<file path="src/rtl/pfx_pkg.sv">
package pfx_pkg;

  localparam int DW = 8;

  typedef enum logic [1:0] {
    CLS_SHIFT = 2'b00,
    CLS_TEST  = 2'b01,
    CLS_CLR   = 2'b10,
    CLS_SET   = 2'b11
  } cls_e;

  typedef enum logic [2:0] {
    SH_RLC  = 3'd0,
    SH_RRC  = 3'd1,
    SH_RL   = 3'd2,
    SH_RR   = 3'd3,
    SH_SLA  = 3'd4,
    SH_SRA  = 3'd5,
    SH_SWAP = 3'd6,
    SH_SRL  = 3'd7
  } shk_e;

  localparam logic [2:0] SEL_MEM = 3'd6;

  typedef struct packed {
    logic z;
    logic n;
    logic h;
    logic c;
  } flags_t;

  // Field order matches the opcode byte: class, sub-op/bit index, operand.
  typedef struct packed {
    cls_e       cls;
    logic [2:0] sub;
    logic [2:0] sel;
  } dec_t;

endpackage

</file>
<file path="src/rtl/pfx_decode.sv">
module pfx_decode
  import pfx_pkg::*;
(
  input  logic [7:0] code,
  output dec_t       dec,
  output logic       is_mem,
  output logic       needs_wr
);
  always_comb begin
    dec      = dec_t'(code);
    is_mem   = (dec.sel == SEL_MEM);
    needs_wr = is_mem && (dec.cls != CLS_TEST);
  end
endmodule

</file>
<file path="src/rtl/pfx_alu.sv">
module pfx_alu
  import pfx_pkg::*;
#(
  parameter int W = 8
) (
  input  cls_e             cls,
  input  logic [2:0]       sub,
  input  logic [W-1:0]     opnd,
  input  flags_t           fin,
  output logic [W-1:0]     res,
  output flags_t           fout
);
  localparam int IW = $clog2(W);
  localparam int HW = W / 2;

  logic [W-1:0] mask;
  logic [IW-1:0] idx;
  logic          cout;
  logic [W-1:0]  shres;

  assign idx = sub[IW-1:0];

  for (genvar gi = 0; gi < W; gi++) begin : g_mask
    assign mask[gi] = (idx == IW'(gi));
  end

  always_comb begin
    shres = opnd;
    cout  = 1'b0;
    case (shk_e'(sub))
      SH_RLC:  begin shres = {opnd[W-2:0], opnd[W-1]}; cout = opnd[W-1]; end
      SH_RRC:  begin shres = {opnd[0], opnd[W-1:1]};   cout = opnd[0];   end
      SH_RL:   begin shres = {opnd[W-2:0], fin.c};     cout = opnd[W-1]; end
      SH_RR:   begin shres = {fin.c, opnd[W-1:1]};     cout = opnd[0];   end
      SH_SLA:  begin shres = {opnd[W-2:0], 1'b0};      cout = opnd[W-1]; end
      SH_SRA:  begin shres = {opnd[W-1], opnd[W-1:1]}; cout = opnd[0];   end
      SH_SWAP: begin shres = {opnd[HW-1:0], opnd[W-1:HW]}; cout = 1'b0; end
      default: begin shres = {1'b0, opnd[W-1:1]};      cout = opnd[0];   end
    endcase
  end

  always_comb begin
    res  = opnd;
    fout = fin;
    case (cls)
      CLS_SHIFT: begin
        res    = shres;
        fout.z = (shres == '0);
        fout.n = 1'b0;
        fout.h = 1'b0;
        fout.c = cout;
      end
      CLS_TEST: begin
        fout.z = ~|(opnd & mask);
        fout.n = 1'b0;
        fout.h = 1'b1;
      end
      CLS_CLR: res = opnd & ~mask;
      default: res = opnd | mask;
    endcase
  end
endmodule

</file>
<file path="src/rtl/pfx_seq.sv">
module pfx_seq #(
  parameter int MCYC = 4
) (
  input  logic clk,
  input  logic rst_n,
  input  logic start,
  input  logic is_mem,
  input  logic needs_wr,
  input  logic mem_ready,
  input  logic res_ready,
  output logic idle,
  output logic mem_valid,
  output logic mem_write,
  output logic rd_fire,
  output logic res_valid
);
  localparam int LAT_REG = 2 * MCYC;
  localparam int LAT_MRD = 3 * MCYC;
  localparam int LAT_RMW = 4 * MCYC;
  localparam int RD_AT   = 2 * MCYC - 2;
  localparam int WR_AT   = 3 * MCYC - 2;
  localparam int CW      = $clog2(LAT_RMW);

  typedef enum logic [1:0] {S_IDLE, S_RUN, S_DONE} st_e;

  st_e           st_q;
  logic [CW-1:0] cnt_q;
  logic [CW-1:0] lim_q;
  logic          mem_q;
  logic          wr_q;
  logic          at_rd;
  logic          at_wr;
  logic          stall;

  assign at_rd     = (st_q == S_RUN) && mem_q && (cnt_q == CW'(RD_AT));
  assign at_wr     = (st_q == S_RUN) && wr_q && (cnt_q == CW'(WR_AT));
  assign mem_valid = at_rd || at_wr;
  assign mem_write = at_wr;
  assign stall     = mem_valid && !mem_ready;
  assign rd_fire   = at_rd && mem_ready;
  assign idle      = (st_q == S_IDLE);
  assign res_valid = (st_q == S_DONE);

  always_ff @(posedge clk) begin
    if (!rst_n) begin
      st_q  <= S_IDLE;
      cnt_q <= '0;
      lim_q <= '0;
      mem_q <= 1'b0;
      wr_q  <= 1'b0;
    end else begin
      case (st_q)
        S_IDLE: if (start) begin
          st_q  <= S_RUN;
          cnt_q <= '0;
          mem_q <= is_mem;
          wr_q  <= needs_wr;
          if (!is_mem)       lim_q <= CW'(LAT_REG - 2);
          else if (needs_wr) lim_q <= CW'(LAT_RMW - 2);
          else               lim_q <= CW'(LAT_MRD - 2);
        end
        S_RUN: if (!stall) begin
          if (cnt_q == lim_q) st_q <= S_DONE;
          else                cnt_q <= cnt_q + 1'b1;
        end
        default: if (res_ready) st_q <= S_IDLE;
      endcase
    end
  end
endmodule

</file>
<file path="src/rtl/pfx_bitops.sv">
module pfx_bitops
  import pfx_pkg::*;
#(
  parameter int MCYC = 4
) (
  input  logic         clk,
  input  logic         rst_n,
  input  logic         op_valid,
  output logic         op_ready,
  input  logic [7:0]   op_code,
  output logic [2:0]   rf_sel,
  input  logic [DW-1:0] rf_rdata,
  input  logic [3:0]   flg_in,
  output logic         mem_valid,
  output logic         mem_write,
  output logic [DW-1:0] mem_wdata,
  input  logic         mem_ready,
  input  logic [DW-1:0] mem_rdata,
  output logic         res_valid,
  input  logic         res_ready,
  output logic [DW-1:0] res_data,
  output logic [3:0]   res_flags,
  output logic         res_wb,
  output logic [2:0]   res_sel
);
  dec_t          dec_in;
  logic          mem_in;
  logic          wr_in;
  dec_t          dec_q;
  logic [DW-1:0] opnd_q;
  flags_t        flg_q;
  logic          idle;
  logic          rd_fire;
  logic          start;
  logic [DW-1:0] alu_res;
  flags_t        alu_flg;
  logic [1:0]    cls_q;

  pfx_decode u_dec (
    .code     (op_code),
    .dec      (dec_in),
    .is_mem   (mem_in),
    .needs_wr (wr_in)
  );

  assign op_ready = idle;
  assign start    = op_valid && idle;
  assign rf_sel   = op_code[2:0];

  pfx_seq #(.MCYC(MCYC)) u_seq (
    .clk       (clk),
    .rst_n     (rst_n),
    .start     (start),
    .is_mem    (mem_in),
    .needs_wr  (wr_in),
    .mem_ready (mem_ready),
    .res_ready (res_ready),
    .idle      (idle),
    .mem_valid (mem_valid),
    .mem_write (mem_write),
    .rd_fire   (rd_fire),
    .res_valid (res_valid)
  );

  always_ff @(posedge clk) begin
    if (!rst_n) begin
      dec_q  <= '0;
      opnd_q <= '0;
      flg_q  <= '0;
    end else if (start) begin
      dec_q  <= dec_in;
      opnd_q <= rf_rdata;
      flg_q  <= flags_t'(flg_in);
    end else if (rd_fire) begin
      opnd_q <= mem_rdata;
    end
  end

  pfx_alu #(.W(DW)) u_alu (
    .cls  (dec_q.cls),
    .sub  (dec_q.sub),
    .opnd (opnd_q),
    .fin  (flg_q),
    .res  (alu_res),
    .fout (alu_flg)
  );

  assign cls_q     = dec_q.cls;
  assign mem_wdata = alu_res;
  assign res_data  = alu_res;
  assign res_flags = alu_flg;
  assign res_sel   = dec_q.sel;
  assign res_wb    = (dec_q.sel != SEL_MEM) && (dec_q.cls != CLS_TEST);
endmodule

</file>
<file path="config.mk">
export PLATFORM = sky130hd
export DESIGN_NAME = pfx_bitops
export DESIGN_NICKNAME = d
export VERILOG_FILES = /design/src/rtl/pfx_pkg.sv /design/src/rtl/pfx_decode.sv /design/src/rtl/pfx_alu.sv /design/src/rtl/pfx_seq.sv /design/src/rtl/pfx_bitops.sv
export SDC_FILE = /design/constraint.sdc
export NUM_CORES = 1
export LEC_CHECK = 0
export BUFFER_PORTS_ARGS = -buffer_cell sky130_fd_sc_hd__buf_4
export CORE_UTILIZATION = 30
export CTS_CLUSTER_DIAMETER = 60
export DETAILED_ROUTE_END_ITERATION = 7
export HOLD_SLACK_MARGIN = 0.12
export PLACE_DENSITY_LB_ADDON = 0.12
export RECOVER_POWER = 100
export SLEW_MARGIN = 25
export SYNTH_ARGS = -nofsm -noshare
export SYNTH_HDL_FRONTEND = slang
export SYNTH_SLANG_ARGS = --single-unit
</file>
<file path="constraint.sdc">
create_clock -name clk -period 1.5 [get_ports clk]
set_input_delay 0.225 -clock clk [delete_from_list [all_inputs] [get_ports clk]]
set_output_delay 0.225 -clock clk [all_outputs]
set_load 0.02 [all_outputs]
</file>
==> metrics.md, run 1 <==
| Metric | Value |
|---|---|
| Maxcap violations | 0 |
| Comb pwr share | ~51% |
| Clock slew at reported path FFs | about 0.06 ns |
| CTS Buf Count | 5 |
| Crit path time final | between 2 and 2.5 ns |
| FF-to-FF Start | u_seq.cnt_q[0] |
| Vias post-DR | 2389 |
| Total Nets Final | about 430 |
| Clk sinks | 30 |
| Grt met1 use | between 20% and 30% |
| Critical path peak fanout | 6 |
| Yosys warns | 0 |
| Fill count | between 600 and 700 |
| Remaining global-route overflow | 0 |
| Leakage | 1.57 nW |
| Psw | 1.27 mW |
| Largest net degree at the start of global routing | 32 |
| Setup-failing EPs final | 22 |
| Site row count | 30 |
| RSZ-0062 raised after global routing | yes |
| Met3 Track Usage GR | about 3.8% |
| Adder-cell share of the synthesized area | under 10% |
| Sw frac | between 30 and 40% |
| Status | finished, violations left |
| Combinational family with the most area after synthesis | compound AO/OA/AOI/OAI gates |
| Worst path arrival time | 1.87 ns |
| Max clock buf depth | 2 |
| 1st-pass router iterations | 5 |
| Setup CP Type | register to primary output |
| Post-route DRC | 0 |
| Pwr per Cell Area | a little under 1000 nW/um^2 |
| Die height | approximately 86 um |
| First-pass GRT wire length | between 10 and 15 mm |
| Io pins | between 60 and 70 |
| Skew-Pair Late Insertion Delay | 0.27 ns |
| Yosys top cell by area | dfxtp_1 |
| Worst-Margin Slew | about 0.38 ns |
| Proportion of layout cells with a drive suffix above 1 | 48.1% |
| Area occupied by registers | roughly 620 um^2 |
| Via-per-instance ratio | slightly below 5 |
| Area Overhead vs Synth | 63.4% |
| Post-synth EDFFs | 0 |
| Vias in the first global route | 2241 |
| Antenna violations before repair | 0 |
| Max Slew Vio Count | 0 |
| Hold path depth | 2 |
| Clk_skew | approximately 0.0037 ns |
| Final hold violations | 0 |
| Slew headroom | around 75% |
| Cell variety after synth | between 50 and 60 |
| WL/cell | 13.9 um |
| Tot GR Track Use | a little under a fifth |
| Final ANT Viol Nets | 0 |
| CP required | around 1.3 ns |
| Final Worst Setup Slack | -0.598 ns |
| CTS tree | yes |
| Failing checks | negative setup slack |
| Critical path origin | dec_q[4] |
| # diodes | 0 |
| CORE AREA | 6830 um^2 |
| Syn Std Cell Area | 2120 um^2 |
| Drt initial violations | between 100 and 150 |
| Initial core utilization | 31.1% |
| CP endpoint | res_flags[3] |
| Port-buffer cells | 63 |
| Crit. End Element | primary output |
| Post-route cell area | 3470 um^2 |
| Gpl congestion | around 0.86 |
| Routing usage on met2 | approximately 28% |
| Asr flop ratio synth | 0% |
| Syn Inst Count | about 280 |
| Worst reg2reg path endpoint | u_seq.cnt_q[2] |
| Setup WS pre-CTS | -0.322 ns |
| Post-synthesis simple-gate area fraction | around a quarter |
| Top_reg_cell synth | dfxtp_1 |
| Worst hold-check path type | input port to register |
| Flop pwr share | 29.2% |
| Area of the multi-input gates | approximately 1500 um^2 |
| Crit start category | register |
| Mux contribution to synthesized area | under 10% |
| Busiest grt layer | met2 |
| Reg-to-reg setup timing slack | -0.05 ns |
| Root Buffer | clkbuf_8 |
| P_int | 2.13 mW |
| Peak Freq | approximately 480 MHz |
| VDD IR max | 0.435 mV |
| #FFs+latches synth | 30 |
| Final Cycle Share | 140% |
| CTS H-Tree Depth | 2 |
| Compound-gate portion of the synthesized area | a little over a quarter |
| Placed instance area | between 3000 and 4000 um^2 |
| R2R depth | 7 |
| Yosys top cell area share | 28.3% |
| Clock share of power | 19.5% |
| Synth area leaders | dfxtp_1 (28%), nand2_1 (10%), buf_4 (5.7%) |
| Avg Inst Size Synth | around 7.5 um^2 |
| Final wirelength | between 6 and 7 mm |
| Post-DP HPWL | 4.95 mm |
| XOR/XNOR Fraction of Synth Area | 1.24% |
| Die boundary width | approximately 86 um |
| Hold buffer count at cts | 0 |
| Die area | 7410 um^2 |
| Syn Nets | roughly 320 |
| Seq/Total Area, Yosys | between 20 and 30% |
-- placed cells by master, fill, tap and decap left out, drive strengths merged, types with 2 or more instances in the layout --
cell type  synthesis  final
a211oi             2      2
o221ai             2      2
nor3b              2      2
and3               3      3
nand4              4      4
nor2b              4      4
clkbuf            10     16
nand3             12     12
o211ai             3      3
a31oi              5      5
nand3b             5      5
a32oi              3      3
mux2i              6      6
nor3               4      4
a21oi             15     15
o21a               2      2
nand2             58     58
inv                8      8
buf               23    123
and2               4      4
ha                 2      2
mux2               6      6
nand2b             2      2
o211a              8      8
dfxtp             30     30
nor2              12     12
or2                2      2
xnor2              3      3
o21ai             18     18
a21boi            12     12
-- final cells by class --
class,count,share of cell area (%)
clock inverters,1,0.144
well taps,96,3.46
clock buffers,7,2.49
repair buffers,132,31.4
multi-input cells,213,43.9
inverters,8,0.866
flip-flops and latches,30,17.7
-- Yosys cell counts, drive strengths merged (2+ instances only) --
| cell type | number |
|---|---|
| nand2 | 58 |
| dfxtp | 30 |
| buf | 23 |
| o21ai | 18 |
| a21oi | 15 |
| a21boi | 12 |
| nand3 | 12 |
| nor2 | 12 |
| clkbuf | 10 |
| inv | 8 |
| o211a | 8 |
| mux2 | 6 |
| mux2i | 6 |
| a31oi | 5 |
| nand3b | 5 |
| and2 | 4 |
| nand4 | 4 |
| nor2b | 4 |
| nor3 | 4 |
| a32oi | 3 |
| and3 | 3 |
| o211ai | 3 |
| xnor2 | 3 |
| a211oi | 2 |
| ha | 2 |
| nand2b | 2 |
| nor3b | 2 |
| o21a | 2 |
| o221ai | 2 |
| or2 | 2 |
-- sequential cells by signal, indices dropped and copies added, names as in the netlist --
register,cells
dec_q,3
u_seq.cnt_q,4
u_seq.st_q,2
flg_q,4
u_seq.wr_q,1
opnd_q,8
res_sel,3
cls_q,2
u_seq.lim_q,3
-- power groups by stage --
| stage | logic [mW] | registers (mW) | clock network, mW |
|---|---|---|---|
| 2_1_floorplan | 0.934 | 0.985 | 0 |
| 3_3_place_gp | 1.52 | 1.00 | 0 |
| 3_5_place_dp | 1.53 | 1.00 | 0 |
| 4_1_cts | 1.69 | 0.989 | 0.686 |
| 5_1_grt | 1.88 | 1.01 | 0.720 |
| 6_report | 1.75 | 0.992 | 0.664 |
-- stage by stage --
step           cells  power (mW)  utilization [%]  hold slack (ns)  setup TNS (ns)
3_5_place_dp     469        2.53             44.7            0.449           -3.76
2_1_floorplan    284        1.92                -            0.333           -1.42
3_3_place_gp     469        2.53             44.7            0.447           -3.04
4_1_cts          483        3.36             49.5            0.164           -8.30
6_report         487        3.40             50.8            0.171           -7.86
5_1_grt          487        3.60             50.8            0.173          -12.34
-- worst min path at each step --
| stage | startpoint | to | slack, ns |
|---|---|---|---|
| finish | op_code[6] | u_seq.lim_q[2] | 0.17 |
| floorplan | op_code[6] | u_seq.lim_q[2] | 0.33 |
| detailed placement | op_code[6] | u_seq.lim_q[2] | 0.45 |
| CTS | op_code[6] | u_seq.lim_q[2] | 0.16 |
| global route | op_code[6] | u_seq.lim_q[2] | 0.17 |
| global placement | flg_q[1] | flg_q[1] | 0.45 |
-- cells by family (layout without fill, tap and decap cells) --
family / Yosys count / after routing
AO/OA/AOI/OAI: 81 / 81
XOR/XNOR: 3 / 3
adder cells (fa/ha/maj): 2 / 2
buffers and inverters: 41 / 148
flip-flops: 30 / 30
multiplexers: 12 / 12
AND/OR/NAND/NOR: 115 / 115
-- worst max-delay path: stages, from the launching register on --
cell and delay [ns]:
dfxtp_4 0.37, mux2_4 0.30, a222oi_1 0.36, o2111a_1 0.26, a221o_1 0.18, buf_6 0.13
-- per-layer routing --
layer,routed length [um],part of all wire [%]
met1,3360,49
met3,314,4.6
met2,3010,44
met4,98,1.4
met5,0,0
-- repair_timing --
item,CTS,global route
cloned,1,0
buffers inserted,6,4
pin swaps,11,15
resized for setup,40,22
endpoints found under the hold margin,0,0
endpoints found under the setup margin,32,39
Power figures use the tool's default switching activity.
==> inputs of run 2 (changes only) <==
- CORE_MARGIN: unset -> 2
- CORE_UTILIZATION: 30 -> 45
==> metrics.md, run 2 (same netlist as run 1, synthesis figures left out) <==
| Metric | Value |
|---|---|
| Status | finished, violations left |
| Failing checks | negative setup slack |
| Worst path arrival time | 1.94 ns (+0.07 ns) |
| Most frequent cells in the layout | buf_4 (86), nand2_1 (53), buf_6 (24), dfxtp_1 (23), a21boi_0 (12) |
| Leakage | 1.52 nW (-3.0%) |
| CP required | 1.27 ns (about the same) |
| Vias post-DR | 2449 (+2.5%) |
| Post-route DRC | 0 (unchanged) |
| 1st-pass router iterations | 4 (-1) |
| Final Cycle Share | 145% (+4.7 points) |
| # diodes | 0 (unchanged) |
| Skew-Pair Late Insertion Delay | 0.28 ns (about the same) |
| Largest stage delay, worst path | 0.41 ns (+0.04 ns) |
| Crit start category | register |
| Peak Freq | 461 MHz (-3.2%) |
| Total Nets Final | 421 (-0.94%) |
| Largest net degree at the start of global routing | 32 (unchanged) |
| Max clock buf depth | 2 (unchanged) |
| Gpl congestion | 0.876 (+2.3%) |
| Most common cell after layout, fill and taps aside | buf_4 |
| Root Buffer | clkbuf_8 |
| Hold slack | 0.152 ns (-0.0194 ns) |
| Area Overhead vs Synth | 57.0% |
| Crit. End Element | primary output |
| Die boundary width | 72.7 um (-16%) |
| Final wirelength | 6.33 mm (-6.7%) |
| Drt initial violations | 137 (+11%) |
| Initial core utilization | 47.7% (+17 points) |
| Remaining global-route overflow | 0 (unchanged) |
| Final hold violations | 0 (unchanged) |
| RSZ-0062 raised after global routing | yes |
| Proportion of layout cells with a drive suffix above 1 | 45.2% (-2.9 points) |
| Io pins | 64 (unchanged) |
| Clk sinks | 30 (unchanged) |
| Crit path time final | 2.17 ns (+0.0702 ns) |
| Pwr per Cell Area | 1010 nW/um^2 (+3.0%) |
| Clk_skew | 0.00545 ns (+0.00174 ns) |
| Max Slew Vio Count | 0 (unchanged) |
| Site row count | 24 (-20%) |
| Placed Cells incl. Taps | 422 (-10%) |
| First-pass GRT wire length | 9.96 mm (-9.5%) |
| CTS tree | yes |
| Max reg flops | 8 (unchanged) |
| CP Cell Sequence | mux2_4 > a222oi_1 > o2111a_1 > a221o_1 > buf_6 |
| Worst path slowest cell | a222oi_1 |
| Final ANT Viol Nets | 0 (unchanged) |
| CTS Buf Count | 5 (unchanged) |
| Top reg by flops | opnd_q |
| Worst hold-check path type | input port to register |
| Final Worst Setup Slack | -0.668 ns (-0.0702 ns) |
| Maxcap violations | 0 (unchanged) |
| Setup-failing EPs final | 22 (unchanged) |
| Setup CP Type | register to primary output |
| Die area | 5280 um^2 (-29%) |
| Total power | 3.37 mW (-1.0%) |
| Slew headroom | 70.4% (-4.2 points) |
| VDD IR max | 0.612 mV (+41%) |
| Port-buffer cells | 63 (unchanged) |
| Via-per-instance ratio | 5.58 (+14%) |
| Non-Filler Instances | 439 (-9.9%) |
| WL/cell | 14.4 um (+3.5%) |
| Post-DP HPWL | 4.49 mm (-9.2%) |
| Vias in the first global route | 2272 (+1.4%) |
| CTS H-Tree Depth | 2 (unchanged) |
| Largest regs | opnd_q: 8 flops, flg_q: 4 flops, u_seq.cnt_q: 4 flops |
| Hold buffer count at cts | 0 (unchanged) |
| Die height | 72.7 um (-16%) |
| Tot GR Track Use | 23.7% (+5.1 points) |
| Critical path peak fanout | 6 (unchanged) |
| Setup_tns | -8.26 ns (-0.405 ns) |
| CORE AREA | 4440 um^2 (-35%) |
| Clock slew at reported path FFs | 0.06 ns (about the same) |
| Worst-Margin Slew | 0.444 ns (+0.0623 ns) |
| Antenna violations before repair | 0 (unchanged) |
[run 2: cell count changes in the layout (fill, tap and decap cells not counted), sizes merged]
cell    delta
buf        -7
clkbuf     +3
[run 2: layout make-up]
| type | instances | area, um^2 |
|---|---|---|
| flip-flops and latches | 30 | 617 |
| fillers | 368 | 1110 |
| clock inverters | 1 | 5.00 |
| inverters | 8 | 32.5 |
| repair buffers | 128 | 1050 |
| multi-input cells | 213 | 1480 |
| clock buffers | 7 | 86.3 |
| well taps | 52 | 65.1 |
[run 2: final timing paths]
kind / from / endpoint / slack, ns / cells after the start
min: op_code[6] / u_seq.lim_q[2] / 0.15 / 2
max reg2reg: u_seq.cnt_q[0] / u_seq.cnt_q[2] / -0.03 / 7
min reg2reg: flg_q[2] / flg_q[2] / 0.47 / 2
max: dec_q[4] / res_flags[3] / -0.67 / 5
[run 2: timing repair]
action,4_1_cts,5_1_grt
pin swaps,12,15
buffers inserted,7,3
resized for setup,30,31
endpoints found under the setup margin,25,38
[run 2: report_power, final]
part / leakage [nW] / internal (mW) / switching, mW / total [mW]
clock network: 0.0482 / 0.370 / 0.313 / 0.682
registers: 0.250 / 0.891 / 0.107 / 0.998
logic: 1.22 / 0.852 / 0.835 / 1.69
[run 2: through the flow]
stage	area (um^2)	util, %	worst slack (ns)
after floorplan	2220	-	-0.271
after global routing	3330	75.0	-0.672
after detailed placement	2990	67.3	-0.357
after CTS	3230	72.7	-0.651
after global placement	2990	67.3	-0.339
final	3330	75.0	-0.668
[run 2: metal layers]
metal / share of wire [%] / track usage, % / vias up
met4: 1.7 / 8.85 / 0
met5: 0 / 0 / -
met2: 52 / 43.2 / 77
li1: - / - / 1199
met1: 42 / 27.4 / 1159
met3: 4.2 / 4.42 / 14
[run 2: critical path, delay by kind of cell, from the launching register on]
family / cells / cell delay [ns]
AOI/OAI and AO/OA: 3 / 0.84
buffers and inverters: 1 / 0.12
DFF: 1 / 0.39
muxes: 1 / 0.31
==> inputs of run 3 (changes only) <==
- CORE_UTILIZATION: 45 -> 47
==> metrics.md, run 3 (same netlist as run 1, synthesis figures left out) <==
| Metric | Value |
|---|---|
| Clock slew at reported path FFs | 0.06 ns (about the same) |
| Final wirelength | 6.97 mm (+10%) |
| Fill count | 318 (-14%) |
| Hold buffer count at cts | 0 (unchanged) |
| Maxcap violations | 0 (unchanged) |
| Max Slew Vio Count | 0 (unchanged) |
| VDD IR max | 0.660 mV (+7.8%) |
| Initial core utilization | 48.7% (+0.99 points) |
| Antenna violations before repair | 0 (unchanged) |
| Setup CP Type | register to primary output |
| Reg-to-reg setup timing slack | -0.08 ns (-0.05 ns) |
| CP bufs+invs | 4 (+3) |
| WL/cell | 15.5 um (+7.7%) |
| Most frequent cells in the layout | buf_4 (104), nand2_1 (53), dfxtp_1 (21), buf_6 (16), a21boi_0 (12) |
| Die area | 5070 um^2 (-4.0%) |
| Hold slack | 0.162 ns (+0.00982 ns) |
| Port-buffer cells | 63 (unchanged) |
| Top reg by flops | opnd_q |
| Total Nets Final | 431 (+2.4%) |
| Critical path peak fanout | 6 (unchanged) |
| Proportion of layout cells with a drive suffix above 1 | 49.4% (+4.2 points) |
| Worst-Margin Slew | 0.394 ns (-0.0502 ns) |
| Post-DP HPWL | 4.74 mm (+5.4%) |
| Crit start category | register |
| Worst hold-check path type | input port to register |
| Skew-Pair Late Insertion Delay | 0.28 ns (about the same) |
| Die height | 71.2 um (-2.0%) |
| Vias post-DR | 2560 (+4.5%) |
| Final Worst Setup Slack | -0.633 ns (+0.0350 ns) |
| Total power | 3.44 mW (+2.1%) |
| Crit. End Element | primary output |
| CP Cell Sequence | buf_4 > buf_6 > buf_4 > and2_4 > mux2i_1 > o21ai_1 > a32oi_1 > nand2_2 > buf_6 |
| Via-per-instance ratio | 5.70 (+2.2%) |
| Largest net degree at the start of global routing | 32 (unchanged) |
| CTS tree | yes |
| Final hold violations | 0 (unchanged) |
| Setup_tns | -9.08 ns (-0.821 ns) |
| RSZ-0062 raised after global routing | yes |
| Root Buffer | clkbuf_8 |
| CP required | 1.27 ns (about the same) |
| Area Overhead vs Synth | 61.9% |
| Failing checks | negative setup slack |
| Final ANT Viol Nets | 0 (unchanged) |
| Pwr per Cell Area | 1000 nW/um^2 (-0.95%) |
| Setup-failing EPs final | 24 (+9.1%) |
| CTS Buf Count | 5 (unchanged) |
| Remaining global-route overflow | 0 (unchanged) |
| First-pass GRT wire length | 10.7 mm (+7.5%) |
| Max clock buf depth | 2 (unchanged) |
| Tot GR Track Use | 26.4% (+2.6 points) |
| Largest stage delay, worst path | 0.38 ns (-0.03 ns) |
| Post-route DRC | 0 (unchanged) |
| Clk sinks | 30 (unchanged) |
| Clk_skew | 0.00472 ns (-0.000731 ns) |
| Peak Freq | 469 MHz (+1.6%) |
| Vias in the first global route | 2341 (+3.0%) |
| Crit path time final | 2.13 ns (-0.0350 ns) |
| Largest regs | opnd_q: 8 flops, flg_q: 4 flops, u_seq.cnt_q: 4 flops |
| Worst path slowest cell | dfxtp_4 |
| Leakage | 1.60 nW (+5.1%) |
| Slew headroom | 73.7% (+3.3 points) |
| Most common cell after layout, fill and taps aside | buf_4 |
| Final Cycle Share | 142% (-2.3 points) |
| Max reg flops | 8 (unchanged) |
| Worst path arrival time | 1.91 ns (-0.03 ns) |
| CTS H-Tree Depth | 2 (unchanged) |
| Site row count | 24 (unchanged) |
| Worst path top cell family by delay | buffers and inverters |
| # diodes | 0 (unchanged) |
| Die boundary width | 71.2 um (-2.0%) |
| Gpl congestion | 0.958 (+9.3%) |
| Io pins | 64 (unchanged) |
| 1st-pass router iterations | 4 (unchanged) |
| CORE AREA | 4350 um^2 (-2.0%) |
| Status | finished, violations left |
| Drt initial violations | 166 (+21%) |
run 3: cell count changes in the layout (fill, tap and decap cells not counted), sizes merged:
cell | previous run | this run
nand2 | 58 | 59
buf | 116 | 125
run 3: worst reg2reg max path, delay by kind of cell, from the launching register on:
family,cells,cell delay (ns)
flip-flops,1,0.45
AO/OA/AOI/OAI,3,0.48
buffers and inverters,1,0.20
AND/OR/NAND/NOR,1,0.35
run 3: layout make-up:
class	instances	area [um^2]	area share [%]
Multi-Input combinational cell	214	1520	44.3
Timing Repair Buffer	137	1100	32.1
Sequential cell	30	622	18.1
Clock buffer	7	86.3	2.51
Tap cell	52	65.1	1.89
Inverter	8	32.5	0.947
Clock inverter	1	5.00	0.146
run 3: timing repair:
| action | CTS | global route |
|---|---|---|
| cloned | 1 | 1 |
| resized for setup | 40 | 27 |
| pin swaps | 17 | 11 |
| setup buffers | 11 | 6 |
| setup endpoints to repair | 24 | 41 |
run 3: path summary, 6_finish.rpt:
check | start | to | cells after the start
worst max-delay path | dec_q[4] | mem_wdata[1] | 9
worst min-delay path | op_code[6] | u_seq.lim_q[2] | 2
worst max register to register | u_seq.st_q[0] | u_seq.cnt_q[2] | 5
worst min register to register | flg_q[2] | flg_q[2] | 2
run 3: metrics by stage:
stage / setup slack (ns) / area, um^2 / utilization [%] / cells
after global placement: -0.329 / 2970 / 68.3 / 423
after detailed placement: -0.369 / 2970 / 68.3 / 423
after global routing: -0.701 / 3440 / 78.9 / 449
after CTS: -0.628 / 3290 / 75.6 / 443
final: -0.633 / 3440 / 78.9 / 449
after floorplan: -0.271 / 2220 / - / 284
run 3: power breakdown:
group | switching (mW) | total [mW] | internal, mW
Clock | 0.303 | 0.673 | 0.370
Sequential | 0.112 | 1.00 | 0.891
Combinational | 0.887 | 1.76 | 0.875
run 3: per-layer routing:
metal | global-route usage, % | vias to the layer above | share of wire [%]
li1 | - | 1229 | -
met1 | 32.8 | 1231 | 42
met5 | 0 | - | 0
met2 | 44.5 | 84 | 52
met4 | 11.5 | 0 | 2.2
met3 | 4.56 | 16 | 3.9
